**config.mk**
```make
export PLATFORM = sky130hd
export DESIGN_NAME = loop_branch_ctrl
export DESIGN_NICKNAME = d
export VERILOG_FILES = /design/src/rtl/loop_branch_pkg.sv /design/src/rtl/loop_branch_decide.sv /design/src/rtl/loop_count_reg.sv /design/src/rtl/loop_branch_ctrl.sv
export SDC_FILE = /design/constraint.sdc
export NUM_CORES = 1
export LEC_CHECK = 0
export BUFFER_PORTS_ARGS = -buffer_cell sky130_fd_sc_hd__buf_2
export CAP_MARGIN = 20
export CELL_PAD_IN_SITES_DETAIL_PLACEMENT = 0
export CELL_PAD_IN_SITES_GLOBAL_PLACEMENT = 1
export CORE_MARGIN = 3
export CORE_UTILIZATION = 33
export CTS_CLUSTER_DIAMETER = 60
export CTS_CLUSTER_SIZE = 20
export DETAILED_ROUTE_END_ITERATION = 8
export PLACE_DENSITY = 0.84
export SLEW_MARGIN = 20
export SYNTH_ARGS = -nofsm -noshare
export SYNTH_HDL_FRONTEND = slang
export SYNTH_HIERARCHICAL = 1
export SYNTH_SLANG_ARGS = --single-unit
```
**constraint.sdc**
```tcl
create_clock -name clk -period 3.85 [get_ports clk]
set_input_delay 0.5775 -clock clk [delete_from_list [all_inputs] [get_ports clk]]
set_output_delay 0.5775 -clock clk [all_outputs]
set_load 0.02 [all_outputs]
```
**src/rtl/loop_branch_pkg.sv**
```systemverilog
`timescale 1ns/1ps
// Shared types for the counted loop branch controller.
// Assumes nothing beyond IEEE 1800-2017 enum support.
package loop_branch_pkg;
    // Which of the four counter states a branch request falls in.
    typedef enum logic [1:0] {
        LB_STEADY = 2'd0,
        LB_DRAIN  = 2'd1,
        LB_FINAL  = 2'd2,
        LB_DONE   = 2'd3
    } lb_case_t;

    // Encoding of the branch form input.
    typedef enum logic {
        BR_LOOPBACK = 1'b0,
        BR_LEAVE    = 1'b1
    } br_form_t;
endpackage

```
**src/rtl/loop_branch_decide.sv**
```systemverilog
`timescale 1ns/1ps
// Combinational decision for one loop-branch request.
// Classifies the counter state into four cases and derives branch sense,
// predicate bit, rotate request and counter decrement requests.
// Assumes the counter inputs are the current register values.
module loop_branch_decide
    import loop_branch_pkg::*;
#(
    parameter int CNT_W = 64
) (
    input  logic [CNT_W-1:0] iter_q,
    input  logic [CNT_W-1:0] drain_q,
    input  logic             kind,
    output lb_case_t         sel_case,
    output logic             take,
    output logic             pred_bit,
    output logic             rot_req,
    output logic             iter_dec,
    output logic             drain_dec
);
    localparam logic [CNT_W-1:0] ONE = CNT_W'(1);

    // Pick the case from the two counts, steady state first.
    always_comb begin
        if (iter_q != '0)
            sel_case = LB_STEADY;
        else if (drain_q > ONE)
            sel_case = LB_DRAIN;
        else if (drain_q == ONE)
            sel_case = LB_FINAL;
        else
            sel_case = LB_DONE;
    end

    // Derive all per-case actions from the selected case and branch form.
    always_comb begin
        logic keep_going;
        keep_going = (sel_case == LB_STEADY) || (sel_case == LB_DRAIN);
        take       = (br_form_t'(kind) == BR_LEAVE) ? !keep_going : keep_going;
        pred_bit   = (sel_case == LB_STEADY);
        rot_req    = (sel_case != LB_DONE);
        iter_dec   = (sel_case == LB_STEADY);
        drain_dec  = (sel_case == LB_DRAIN) || (sel_case == LB_FINAL);
    end
endmodule

```
**src/rtl/loop_count_reg.sv**
```systemverilog
`timescale 1ns/1ps
// One loadable down-counter register.
// A load takes priority over a decrement. Assumes the caller never asks
// for a decrement of zero (the decision logic guarantees this).
module loop_count_reg #(
    parameter int CNT_W = 64
) (
    input  logic             clk,
    input  logic             rst_n,
    input  logic             load,
    input  logic [CNT_W-1:0] load_val,
    input  logic             dec,
    output logic [CNT_W-1:0] q
);
    localparam logic [CNT_W-1:0] STEP = CNT_W'(1);

    // Hold, load or step down the count on each clock.
    always_ff @(posedge clk) begin
        if (!rst_n)
            q <= '0;
        else if (load)
            q <= load_val;
        else if (dec)
            q <= q - STEP;
    end
endmodule

```
**src/rtl/loop_branch_ctrl.sv**
```systemverilog
`timescale 1ns/1ps
// Counted loop branch controller (top).
// Holds the iteration and drain counters, resolves loop-back and leave
// branches, and registers taken/predicate/rotate one cycle after a request.
// Assumes br_kind is valid whenever br_req is high. A request that meets
// a counter write in the same cycle is dropped.
module loop_branch_ctrl
    import loop_branch_pkg::*;
#(
    parameter int CNT_W = 64
) (
    input  logic             clk,
    input  logic             rst_n,
    input  logic             iter_we,
    input  logic [CNT_W-1:0] iter_wdata,
    input  logic             drain_we,
    input  logic [CNT_W-1:0] drain_wdata,
    input  logic             br_req,
    input  logic             br_kind,
    output logic [CNT_W-1:0] iter_cnt,
    output logic [CNT_W-1:0] drain_cnt,
    output logic             rsp_valid,
    output logic             taken,
    output logic             pred_in,
    output logic             rotate
);
    lb_case_t sel_case;
    logic     take_c, pred_c, rot_c, iter_dec_c, drain_dec_c;
    logic     accept;

    // A request is accepted only when no counter write competes with it.
    always_comb accept = br_req && !iter_we && !drain_we;

    loop_branch_decide #(.CNT_W(CNT_W)) u_decide (
        .iter_q    (iter_cnt),
        .drain_q   (drain_cnt),
        .kind      (br_kind),
        .sel_case  (sel_case),
        .take      (take_c),
        .pred_bit  (pred_c),
        .rot_req   (rot_c),
        .iter_dec  (iter_dec_c),
        .drain_dec (drain_dec_c)
    );

    loop_count_reg #(.CNT_W(CNT_W)) u_iter (
        .clk      (clk),
        .rst_n    (rst_n),
        .load     (iter_we),
        .load_val (iter_wdata),
        .dec      (accept && iter_dec_c),
        .q        (iter_cnt)
    );

    loop_count_reg #(.CNT_W(CNT_W)) u_drain (
        .clk      (clk),
        .rst_n    (rst_n),
        .load     (drain_we),
        .load_val (drain_wdata),
        .dec      (accept && drain_dec_c),
        .q        (drain_cnt)
    );

    // Register the branch result for one cycle after an accepted request.
    always_ff @(posedge clk) begin
        if (!rst_n) begin
            rsp_valid <= 1'b0;
            taken     <= 1'b0;
            pred_in   <= 1'b0;
            rotate    <= 1'b0;
        end else begin
            rsp_valid <= accept;
            taken     <= accept && take_c;
            pred_in   <= accept && pred_c;
            rotate    <= accept && rot_c;
        end
    end
endmodule

```
# After elaboration in Yosys (flattened, before gate mapping)

Index checks and enable logic that the tools add are counted.

Output and inout port bits: 132
Bits in registers: 132
Bits of input ports: 134

Equal/unequal tests: 4
Reductions and logical operators: 15
Magnitude comparators: 1
Multiplexer cells: 8
Add/sub/neg operators: 2

Operators by type and width:

| cell                                                 | number |
|---|---|
| 2-to-1 mux 64 bit                                    | 4 |
| subtractor 64 x 1 -> 64 bit (second input constant)  | 2 |
| == test 64 x 1 -> 1 bit (second input constant)      | 1 |
| > comparator 64 x 1 -> 1 bit (second input constant) | 1 |
| nonzero test 64 bit                                  | 1 |
| logical AND 1 bit                                    | 6 |
| 2-to-1 mux 2 bit                                     | 2 |
| nonzero test 2 bit                                   | 2 |
| logical NOT 1 bit                                    | 3 |
| == test 2 x 1 -> 1 bit (second input constant)       | 1 |
| == test 2 bit (second input constant)                | 1 |
| logical NOT 2 bit                                    | 1 |
| logical OR 1 bit                                     | 2 |
| 2-to-1 mux 1 bit                                     | 2 |
| != test 2 bit (second input constant)                | 1 |

# Logic depth before layout (Yosys ltp)

Gate-level depths: netlist of the first run.

Word-level depth: 9
Depth in mapped cells: 15

# Modules after synthesis

Netlist of the first run, hierarchy kept.

Modules (own cells, without submodules):

| module             | area an instance (um^2) | cells each | sequential area each (um^2) | times used |
|---|---|---|---|---|
| loop_count_reg     | 3772.4                  | 475        | 1281.2                      | 2 |
| loop_branch_decide | 349.1                   | 52         | 0.0                         | 1 |
| loop_branch_ctrl   | 135.1                   | 11         | 80.1                        | 1 |

# Worst setup path before layout of the first run

No wires, ideal clock.

Path kind: register to register
Start point: register u_iter.q[7]
End point: register u_drain.q[44]
Required time: 3776 ps
Path buffers: 2
Setup slack: -66 ps
Data arrival time: 3842 ps
Cell stages (with the launch flop): 14
Path through: dfxtp_1 > nor4_1 > nand4_1 > nor4_2 > nand2_2 > ha_1 > and2_1 > buf_2 > nor4bb_1 > nand3_1 > or4_4 > buf_6 > or4_1 > a31oi_1

Word-level cells in the longest chain between the ends: 6
Elaborated cells between the ends (all ways): 7
Those cells by class: eq/ne (2); mux (1); reduce/logical (4)

Ends and longest elaborated chain:

| what                                                    | RTL line                 | RTL |
|---|---|---|
| start: declaration                                      | loop_count_reg.sv:13     | `output logic [CNT_W-1:0] q` |
| start signal: assignment                                | loop_count_reg.sv:22     | `q <= load_val;` |
| start signal: assignment                                | loop_count_reg.sv:24     | `q <= q - STEP;` |
| nonzero test 64 bit (*)                                 | loop_branch_decide.sv:25 | `if (iter_q != '0)` |
| 2-to-1 mux 2 bit (*)                                    | loop_branch_decide.sv:25 |  |
| == test 2 x 1 -> 1 bit or == test 2 bit (tied branches) | loop_branch_decide.sv:43 | `drain_dec = (sel_case == LB_DRAIN) \|\| (sel_case == LB_FINAL);` |
| logical OR 1 bit (*)                                    | loop_branch_decide.sv:43 |  |
| net drain_dec_c                                         | loop_branch_ctrl.sv:28   | `logic take_c, pred_c, rot_c, iter_dec_c, drain_dec_c;` |
| logical AND 1 bit (*)                                   | loop_branch_ctrl.sv:60   | `.dec (accept && drain_dec_c),` |
| nonzero test 2 bit (no line) (*)                        | --                       |  |
| end signal: assignment                                  | loop_count_reg.sv:22     |  |
| end signal: assignment                                  | loop_count_reg.sv:24     |  |
| end: declaration                                        | loop_count_reg.sv:13     |  |

The timed path passes the listed nets; every way through them passes the cells marked *.
A chain may end at the register's enable or synchronous reset.

# Worst setup path in the final report of the first run

Start point: register u_iter.q[6]
End point: register u_drain.q[46]

The elaborated chain is that of the path after synthesis.

==> out/results.tsv, run 1 <==
metric	value	unit
rsz0062_at_grt	yes	
seq_area_frac_synth	32.9	%
cts_tree	built	
max_cap_violations	0	
min_path_type	in -> reg	
synth_fp_nets	1151	
cp.arrival	4.10	ns
async_flop_share	0	%
fin_skew	0.0158	ns
place.gp.congestion	0.919	
numCtsBuffers	17	
grt_pass1_wl	50500	um
r2r-end	u_drain/q[46]	
synth_top_area_cell	dfxtp_1	
hold_buffers	0	
critPathLaunchType	register	
clk_pin_slew	0.07	ns
reg2regPathDepth	13	
diodes	0	
cp.required	4.15	ns
drive_above_1_share	35.2	%
syn_area	0.00803	sq mm
end_kind	register	
drtAntennaViolNets	0	
hpwl	25200	um
grt_usage	24.0	%
setup_viol	0	
fin_tns_setup	0	ns
irDropWorstVdd	0.206	mV
synth_edf_count	0	
drc	0	
initial_core_util	33.9	%
portBuffers	265	
synth_top_area_share	32.9	%
fp.dieH	162	um
ys_seq_elements	132	
dr.pass1.iters	7	
cts_sinks	132	
fmax	263	MHz
drt_iter0_markers	961	
relSlewSlack	31.8	%
ios	266	
fin_crit_sh	98.6	%
routed_via_density	5.86	
die_w	162	um
outcome	finished, final reports clean	
ys_top_cells_by_area	dfxtp_1 (33%), nor4_1 (5.9%), xnor2_1 (5.9%)	
drv_slew	0	
insertion_delay	0.43	ns
reg2reg_slack	0.05	ns
nets	1499	
worstSetupPathType	reg -> reg	
die-area	0.0262	sq mm
grt_max_degree	51	
ys.flop_type	dfxtp_1	
post-route-min-period	3.80	ns
min_from	drain_wdata[5]	
finalHoldViolCount	0	
critPathMaxFanout	5	
ys_warn_count	6	
whs_path_depth	3	
slowest_stage	or4_4	
holdWs	0.399	ns
synthCells	1013	
htree_levels	4	
fp.coreArea	0.0237	sq mm
grt_pass1_vias	9180	
worst_pin_slew	1.01	ns
row_count	56	
via_count	9926	
crit_chain	nor4_2 > nand4_1 > nor4_2 > buf_4 > nand2_2 > ha_1 > and2_1 > nor4bb_4 > nand3_2 > buf_4 > or4_4 > o31a_1 > o311a_1	
drt-total-wl	33800	um
syn_to_final_growth	39.5	%
r2r-start	u_iter/q[6]	
synth.avg_cell_area	7.93	sq um
cts_root_buffer	clkbuf_16	
post_drt_wl_per_cell	20.0	um
antenna_found_initial	1	
synth_cell_types	50	
grt_overflow	0	
cellPowerDensity	377	mW/mm^2
whs_endpoint	u_drain/q[5]	
clock_path_buffers	2	
leakagePower	4.53	nW
cpPeakStageDelay	0.57	ns
## kinds of logic after synthesis
group | Yosys count | share of synthesized area [%]
simple gates | 475 | 34.5
compound gates | 254 | 19.9
flops | 132 | 32.9
buf+inv | 73 | 3.68
xor+xnor | 63 | 6.87
mux | 12 | 1.50
fa+ha+maj | 4 | 0.623
## critical path, delay by kind of cell, from the launching register on
family	cells	cell delay, ns
AOI/OAI and AO/OA	2	0.62
adders and majority gates	1	0.27
buffers and inverters	2	0.39
DFF	1	0.33
and+or+nand+nor	8	2.08
## how the worst max path moves through the flow
stage	cells after the start	start	to	slack, ns
4_1_cts	12	u_drain/q[15]	u_iter/q[60]	0.01
3_3_place_gp	12	u_drain/q[15]	u_iter/q[60]	-0.03
3_5_place_dp	12	u_drain/q[15]	u_iter/q[50]	-0.07
6_report	13	u_iter/q[6]	u_drain/q[46]	0.05
5_1_grt	13	u_drain/q[46]	u_iter/q[50]	-0.02
2_1_floorplan	14	u_drain/q[3]	u_iter/q[44]	-0.002
## Yosys cell counts, types with 12 or more instances
master and number:
o31ai_1 22, dfxtp_1 132, a31oi_1 38, nor3_1 61, nand3_1 24, o21ai_0 86, nand2_1 32, mux2i_1 12
nor2_1 74, nand4_1 30, o311a_1 14, or4_1 48, or2_2 22, xnor2_1 54, a211oi_1 16, nand2b_1 20
o31a_1 12, nor4_1 76, or3_1 34, a21oi_1 44, inv_1 12, clkbuf_1 52
## area by class of cell
| cell class | instances | area (sq um) |
|---|---|---|
| Fill cell | 2420 | 12500 |
| Sequential cell | 132 | 2640 |
| Clock inverter | 14 | 128 |
| Clock buffer | 18 | 439 |
| Timing Repair Buffer | 386 | 2250 |
| Tap cell | 319 | 399 |
| Inverter | 12 | 45.0 |
| Multi-Input combinational cell | 812 | 5300 |
## repair_timing
| action | in CTS | in global routing |
|---|---|---|
| endpoints found under the setup margin | 19 | 20 |
| cloned | 0 | 4 |
| buffers inserted | 0 | 2 |
| pin swaps | 0 | 3 |
| resized for setup | 2 | 26 |
## per-stage QoR
stage / instances / util [%] / power (W) / instance area, sq um / worst slack [ns]
after global placement: 1655 / 44.0 / 0.00259 / 10400 / -0.0256
final: 1693 / 47.3 / 0.00422 / 11200 / 0.0525
after CTS: 1687 / 46.4 / 0.00419 / 11000 / 0.0128
after global routing: 1693 / 47.3 / 0.00438 / 11200 / -0.0168
after floorplan: 1013 / - / 0.00214 / 8040 / -0.00187
after detailed placement: 1655 / 44.0 / 0.00260 / 10400 / -0.0718
## routing by layer
metal	up-vias	GRT usage, %	wire length [um]
met5	-	0	7
met4	2	9.07	1020
met3	65	5.53	3280
met2	553	38.3	15500
met1	4669	31.6	14000
li1	4637	-	-
## cells in the final DEF (no fill, tap or decap), types with 12 or more instances in the layout
cell type  count
buf_2        265
dfxtp_1      132
buf_4        120
o21ai_0       86
nor2_1        74
nor4_1        61
nor3_1        61
xnor2_1       54
or4_1         48
a21oi_1       44
a31oi_1       38
or3_1         34
nand2_1       32
nand4_1       30
or2_2         22
nand3_1       22
o31ai_1       22
nand2b_1      20
clkbuf_16     17
a211oi_1      16
nor4_2        15
o311a_1       14
o31a_1        12
mux2i_1       12
## flip-flops by register name (all words and copies together) (netlist names)
| name | flops |
|---|---|
| u_drain/q | 64 |
| u_iter/q | 64 |
| pred_in | 1 |
| rotate | 1 |
| rsp_valid | 1 |
| taken | 1 |
## power breakdown
part	leakage [nW]	internal (W)	switching (W)	total, W
logic	3.16	0.000418	0.000647	0.00106
registers	1.10	0.00146	0.0000935	0.00156
clock network	0.275	0.000871	0.000726	0.00160
Note: power is estimated with default switching activity, not from simulation.
==> run 2: changes to the inputs <==
--- a/config.mk
+++ b/config.mk
@@ -9,7 +9,6 @@
 export CAP_MARGIN = 20
 export CELL_PAD_IN_SITES_DETAIL_PLACEMENT = 0
 export CELL_PAD_IN_SITES_GLOBAL_PLACEMENT = 1
-export CORE_MARGIN = 3
 export CORE_UTILIZATION = 33
 export CTS_CLUSTER_DIAMETER = 60
 export CTS_CLUSTER_SIZE = 20
==> run 2 against run 1 <==
Against the previous run:
- core utilization up 0.31 points
- total power grew 1.9%
- die area down 4.9%
- sequential power hardly changed
- largest power group unchanged
- register-to-register slack improved by 0.02 ns
- largest cell class unchanged
- combinational power about the same
==> out/results.tsv, run 2 (same netlist as run 1, synthesis figures left out) <==
metric	value	unit	change
antenna_found_initial	1		unchanged
drt-total-wl	33900	um	about the same
mostFrequentLayoutCell	buf_2		
slowest_stage	or4_4		
dpl_cell_area	0.0105	sq mm	+0.58%
setup_viol	0		unchanged
dr.pass1.iters	5		-2
grt.met3_usage	5.31	%	-0.22 points
leakagePower	4.59	nW	+1.2%
die-area	0.0250	sq mm	-4.9%
post-route-min-period	3.78	ns	-0.0184 ns
gr-usage-met2	40.3	%	+2.0 points
drtAntennaViolNets	0		unchanged
grt_usage	25.9	%	+1.9 points
numCtsBuffers	17		unchanged
worst-path-buf-inv	1		-1
total_power	0.00430	W	+1.9%
final_area	0.0113	sq mm	+0.66%
die_w	158	um	-2.5%
row_count	56		unchanged
reg2regPathDepth	12		-1
top_usage_layer	met2		
via_count	10100		+1.5%
grt_pass1_vias	8992		-2.0%
crit_cells	12		-1
fp.coreArea	0.0237	sq mm	unchanged
routed_via_density	5.92		+1.0%
drt_iter0_markers	985		+2.5%
cp.required	4.19	ns	+0.04 ns
fmax	265	MHz	+0.49%
worstSetupPathType	reg -> reg		
finalHoldViolCount	0		unchanged
place.gp.congestion	0.950		+3.4%
insertion_delay	0.43	ns	about the same
htree_levels	4		unchanged
grt_pass1_wl	49500	um	-2.0%
worst_path_dominant_cell_family	simple AND/OR/NAND/NOR gates		
cellPowerDensity	381	mW/mm^2	+1.3%
mostFrequentLayoutCells	buf_2 (265), dfxtp_1 (132), buf_4 (126)		
post_drt_wl_per_cell	19.9	um	-0.38%
grt_overflow	0		unchanged
r2r-start	u_iter/q[6]		
critPathMaxFanout	6		+1
grt_max_degree	69		+35%
end_kind	register		
drc	0		unchanged
drive_above_1_share	35.4	%	+0.21 points
outcome	finished, final reports clean		
max_cap_violations	0		unchanged
cp.arrival	4.12	ns	+0.02 ns
cts_root_buffer	clkbuf_16		
clk_pin_slew	0.06	ns	about the same
fin_crit_sh	98.2	%	-0.48 points
startpoint	u_iter/q[6]		
clock_path_buffers	2		unchanged
cts_sinks	132		unchanged
ios	266		unchanged
critPathLaunchType	register		
crit_path_end	u_drain/q[54]		
portBuffers	265		unchanged
top_regs	u_drain/q: 64 flops, u_iter/q: 64 flops		
crit_chain	nor4_1 > nand4_1 > nor4_2 > buf_4 > nand2_2 > ha_2 > and2_1 > nor4bb_4 > nand3_2 > or4_4 > or4_1 > a31oi_1		
holdWs	0.389	ns	-0.0103 ns
hold_buffers	0		unchanged
r2r-end	u_drain/q[54]		
worst_pin_slew	0.900	ns	-0.113 ns
rsz0062_at_grt	yes		
whs_path_depth	3		unchanged
hpwl	24600	um	-2.1%
cts_tree	built		
drv_slew	0		unchanged
fin_util	47.6	%	+0.31 points
fp.dieH	158	um	-2.5%
min_path_type	in -> reg		
fin_skew	0.0192	ns	+0.00343 ns
relSlewSlack	39.9	%	+8.1 points
initial_core_util	33.9	%	unchanged
cpPeakStageDelay	0.54	ns	-0.03 ns
irDropWorstVdd	0.240	mV	+17%
grt_use_met1	34.0	%	+2.4 points
nets	1506		+0.47%
syn_to_final_growth	40.4	%	
reg2reg_slack	0.07	ns	+0.02 ns
==> run 2: cell count changes in the layout (fill, tap and decap cells not counted), moves of 2 or more <==
cell       previous run  this run
buf_4               120       126
clkinv_2              0         2
inv_8                 3         1
or4_1                48        46
bufinv_16             0         2
clkinv_4              2         4
nor4_2               15        11
nor4_1               61        66
inv_6                 7         3
or4_4                 8        10
==> run 2: worst min-delay path by stage <==
stage | start | end | slack (ns)
global route | iter_wdata[6] | u_iter/q[6] | 0.39
detailed placement | u_drain/q[38] | u_drain/q[38] | 0.52
floorplan | u_iter/q[44] | u_iter/q[44] | 0.59
global placement | u_drain/q[44] | u_drain/q[44] | 0.51
CTS | drain_wdata[10] | u_drain/q[10] | 0.37
finish | iter_wdata[2] | u_iter/q[2] | 0.39
==> run 2: worst reg2reg max path: stages, from the launching register on <==
cell	delay, ns
dfxtp_1	0.32
nor4_1	0.45
nand4_1	0.17
nor4_2	0.29
buf_4	0.19
nand2_2	0.06
ha_2	0.31
and2_1	0.15
nor4bb_4	0.26
nand3_2	0.21
or4_4	0.54
or4_1	0.54
a31oi_1	0.21
==> run 2: cell type report <==
| type | instances | area (sq um) |
|---|---|---|
| fill | 2402 | 12400 |
| multi-input combinational | 812 | 5280 |
| sequential | 132 | 2640 |
| timing repair buffer | 393 | 2320 |
| clock buffer | 18 | 439 |
| tap | 319 | 399 |
| clock inverter | 13 | 150 |
| inverter | 12 | 45.0 |
| antenna | 1 | 2.50 |
==> run 2: where the power goes <==
group | switching, W | total [W] | internal (W) | leakage (nW)
Combinational | 0.000652 | 0.00108 | 0.000423 | 3.20
Sequential | 0.0000919 | 0.00155 | 0.00146 | 1.10
Clock | 0.000689 | 0.00167 | 0.000979 | 0.289
==> run 2: layer usage <==
metal / vias to the layer above / routed length [um] / share of wire [%]
li1: 4657 / - / -
met1: 4778 / 14200 / 42
met2: 554 / 15300 / 45
met3: 82 / 2970 / 8.8
met4: 0 / 1320 / 3.9
met5: - / 0 / 0
==> run 2: through the flow <==
stage / setup TNS, ns / instances / setup slack (ns)
2_1_floorplan: -0.00375 / 1013 / -0.00187
3_3_place_gp: 0 / 1663 / 0.0530
3_5_place_dp: 0 / 1663 / 0.0663
4_1_cts: 0 / 1694 / 0.00353
5_1_grt: -0.0988 / 1700 / -0.0514
6_report: 0 / 1700 / 0.0709
==> run 2: timing repair <==
item | CTS | global route
setup buffers | 0 | 0
endpoints found under the setup margin | 0 | 21
gates resized for setup | 0 | 26
==> run 3: changes to the inputs <==
--- a/config.mk
+++ b/config.mk
@@ -7,13 +7,11 @@
 export LEC_CHECK = 0
 export BUFFER_PORTS_ARGS = -buffer_cell sky130_fd_sc_hd__buf_2
 export CAP_MARGIN = 20
-export CELL_PAD_IN_SITES_DETAIL_PLACEMENT = 0
-export CELL_PAD_IN_SITES_GLOBAL_PLACEMENT = 1
-export CORE_UTILIZATION = 33
+export CORE_UTILIZATION = 47
 export CTS_CLUSTER_DIAMETER = 60
 export CTS_CLUSTER_SIZE = 20
 export DETAILED_ROUTE_END_ITERATION = 8
-export PLACE_DENSITY = 0.84
+export PLACE_DENSITY = 0.85
 export SLEW_MARGIN = 20
 export SYNTH_ARGS = -nofsm -noshare
 export SYNTH_HDL_FRONTEND = slang
==> run 3 against run 2 <==
Against the previous run:
- total power is essentially flat
- flip-flop and latch count stayed put
- register-to-register slack better by 0.04 ns
- die area decreased by 29%
- global-route usage is 8.5 points higher
- hold slack worse by 0.0033 ns
- clock power is essentially flat
- non-clock buffer count is 22 lower
- cell count down 7.1%
- critical path depth is 1 lower
- worst setup slack better by 0.044 ns
- critical path type unchanged
- critical endpoint unchanged
- largest power group unchanged
==> out/results.tsv, run 3 (same netlist as run 1, synthesis figures left out) <==
metric	value	unit	change
min_from	iter_wdata[5]		
gr-usage-met2	53.4	%	+13 points
drtAntennaViolNets	0		unchanged
drive_above_1_share	34.6	%	-0.85 points
grt_pass1_wl	48100	um	-2.9%
critPathMaxFanout	6		unchanged
mostFrequentLayoutCells	buf_2 (265), dfxtp_1 (132), buf_4 (105)		
setup_viol	0		unchanged
cp.arrival	4.10	ns	-0.02 ns
hpwl	22500	um	-8.7%
worstSetupPathType	reg -> reg		
die_w	133	um	-16%
insertion_delay	0.44	ns	about the same
cts_sinks	132		unchanged
die-area	0.0176	sq mm	-29%
grt_overflow	0		unchanged
max_cap_violations	0		unchanged
cpPeakStageDelay	0.66	ns	+0.12 ns
reg2regPathDepth	11		-1
worst-path-buf-inv	0		-1
drt-total-wl	31800	um	-6.2%
routed_via_density	6.52		+10%
fin_crit_sh	97.0	%	-1.1 points
cts_tree	built		
grt_use_met1	44.6	%	+11 points
holdWs	0.385	ns	-0.00328 ns
via_count	10300		+2.3%
fin_tns_setup	0	ns	unchanged
hold_buffers	0		unchanged
min_path_type	in -> reg		
slowest_stage	or4_4		
r2r-end	u_drain/q[54]		
grt_usage	34.3	%	+8.5 points
critPathLaunchType	register		
initial_core_util	48.2	%	+14 points
fin_cells	1580		-7.1%
cts_root_buffer	clkbuf_16		
whs_path_depth	3		unchanged
cp.required	4.22	ns	+0.03 ns
clock_path_buffers	2		unchanged
relSlewSlack	29.6	%	-10 points
worst_path_dominant_cell_family	simple AND/OR/NAND/NOR gates		
grt.met3_usage	7.85	%	+2.5 points
drt_iter0_markers	1395		+42%
fin_skew	0.0107	ns	-0.00850 ns
drv_slew	0		unchanged
irDropWorstVdd	0.349	mV	+45%
grt_pass1_vias	9124		+1.5%
grt_max_degree	54		-22%
htree_levels	4		unchanged
finalHoldViolCount	0		unchanged
row_count	47		-16%
antenna_found_initial	1		unchanged
whs_endpoint	u_iter/q[5]		
fp.coreArea	0.0166	sq mm	-30%
syn_to_final_growth	37.4	%	
cellPowerDensity	390	mW/mm^2	+2.3%
dpl_cell_area	0.0102	sq mm	-3.0%
critical_path.most_common_cell	or4_4		
reg2reg_slack	0.11	ns	+0.04 ns
clk_pin_slew	0.06	ns	about the same
worst_pin_slew	1.05	ns	+0.145 ns
portBuffers	265		unchanged
numCtsBuffers	17		unchanged
fmax	268	MHz	+1.2%
crit_chain	nor4_2 > nand4_1 > nor4_4 > nand2_2 > ha_1 > and2_1 > nor4bb_4 > nand3_2 > or4_4 > or4_4 > a31oi_2		
r2r-start	u_iter/q[3]		
fin_util	66.3	%	+19 points
final_area	0.0110	sq mm	-2.2%
top_regs	u_drain/q: 64 flops, u_iter/q: 64 flops		
place.gp.congestion	0.972		+2.4%
dp.cells	1539		-7.5%
fp.dieH	133	um	-16%
top_usage_layer	met2		
dr.pass1.iters	6		+1
post-route-min-period	3.74	ns	-0.0435 ns
ios	266		unchanged
post_drt_wl_per_cell	20.1	um	+0.95%
end_kind	register		
nets	1484		-1.5%
drc	0		unchanged
n_fill_cell	1371		-43%
outcome	finished, final reports clean		
mostFrequentLayoutCell	buf_2		
leakagePower	4.50	nW	-1.9%
-- run 3: cell type report --
class / count / area [sq um] / share of cell area, %
antenna: 1 / 2.50 / 0.0227
clock buffer: 19 / 453 / 4.11
clock inverter: 13 / 156 / 1.42
inverter: 12 / 45.0 / 0.408
multi-input combinational: 812 / 5320 / 48.2
sequential: 132 / 2640 / 24.0
tap: 220 / 275 / 2.50
timing repair buffer: 371 / 2130 / 19.4
-- run 3: worst register-to-register path, cell delays in order (launching register included) --
cell      delay [ns]
dfxtp_1         0.32
nor4_2          0.38
nand4_1         0.24
nor4_4          0.40
nand2_2         0.10
ha_1            0.27
and2_1          0.16
nor4bb_4        0.25
nand3_2         0.18
or4_4           0.66
or4_4           0.54
a31oi_2         0.18
-- run 3: worst max-delay path by stage --
stage / start / to / slack, ns / depth (start not counted)
2_1_floorplan: u_drain/q[3] / u_iter/q[44] / -0.002 / 14
3_3_place_gp: u_iter/q[6] / u_drain/q[60] / 0.05 / 11
3_5_place_dp: u_iter/q[6] / u_drain/q[50] / -0.02 / 11
4_1_cts: u_iter/q[6] / u_drain/q[50] / 0.09 / 11
5_1_grt: u_iter/q[32] / u_drain/q[54] / -0.03 / 12
6_report: u_iter/q[3] / u_drain/q[54] / 0.11 / 11
-- run 3: repair_timing --
action | in CTS | in global routing
pin swaps | 0 | 15
cloned | 0 | 4
setup buffers | 0 | 4
resized for setup | 2 | 29
endpoints found under the setup margin | 7 | 24
-- run 3: per-layer routing --
metal,vias to the layer above,part of all wire [%]
met5,-,0
li1,4605,-
met2,820,45
met3,146,12
met4,0,5.1
met1,4736,38
-- run 3: metrics by stage --
stage | worst slack (ns) | total power [W]
finish | 0.114 | 0.00430
global route | -0.0339 | 0.00444
CTS | 0.0861 | 0.00423
detailed placement | -0.0182 | 0.00255
global placement | 0.0490 | 0.00254
floorplan | -0.00187 | 0.00214
-- run 3: where the power goes --
group / switching [W] / internal [W]
Combinational: 0.000624 / 0.000405
Clock: 0.000650 / 0.00105
Sequential: 0.000109 / 0.00146
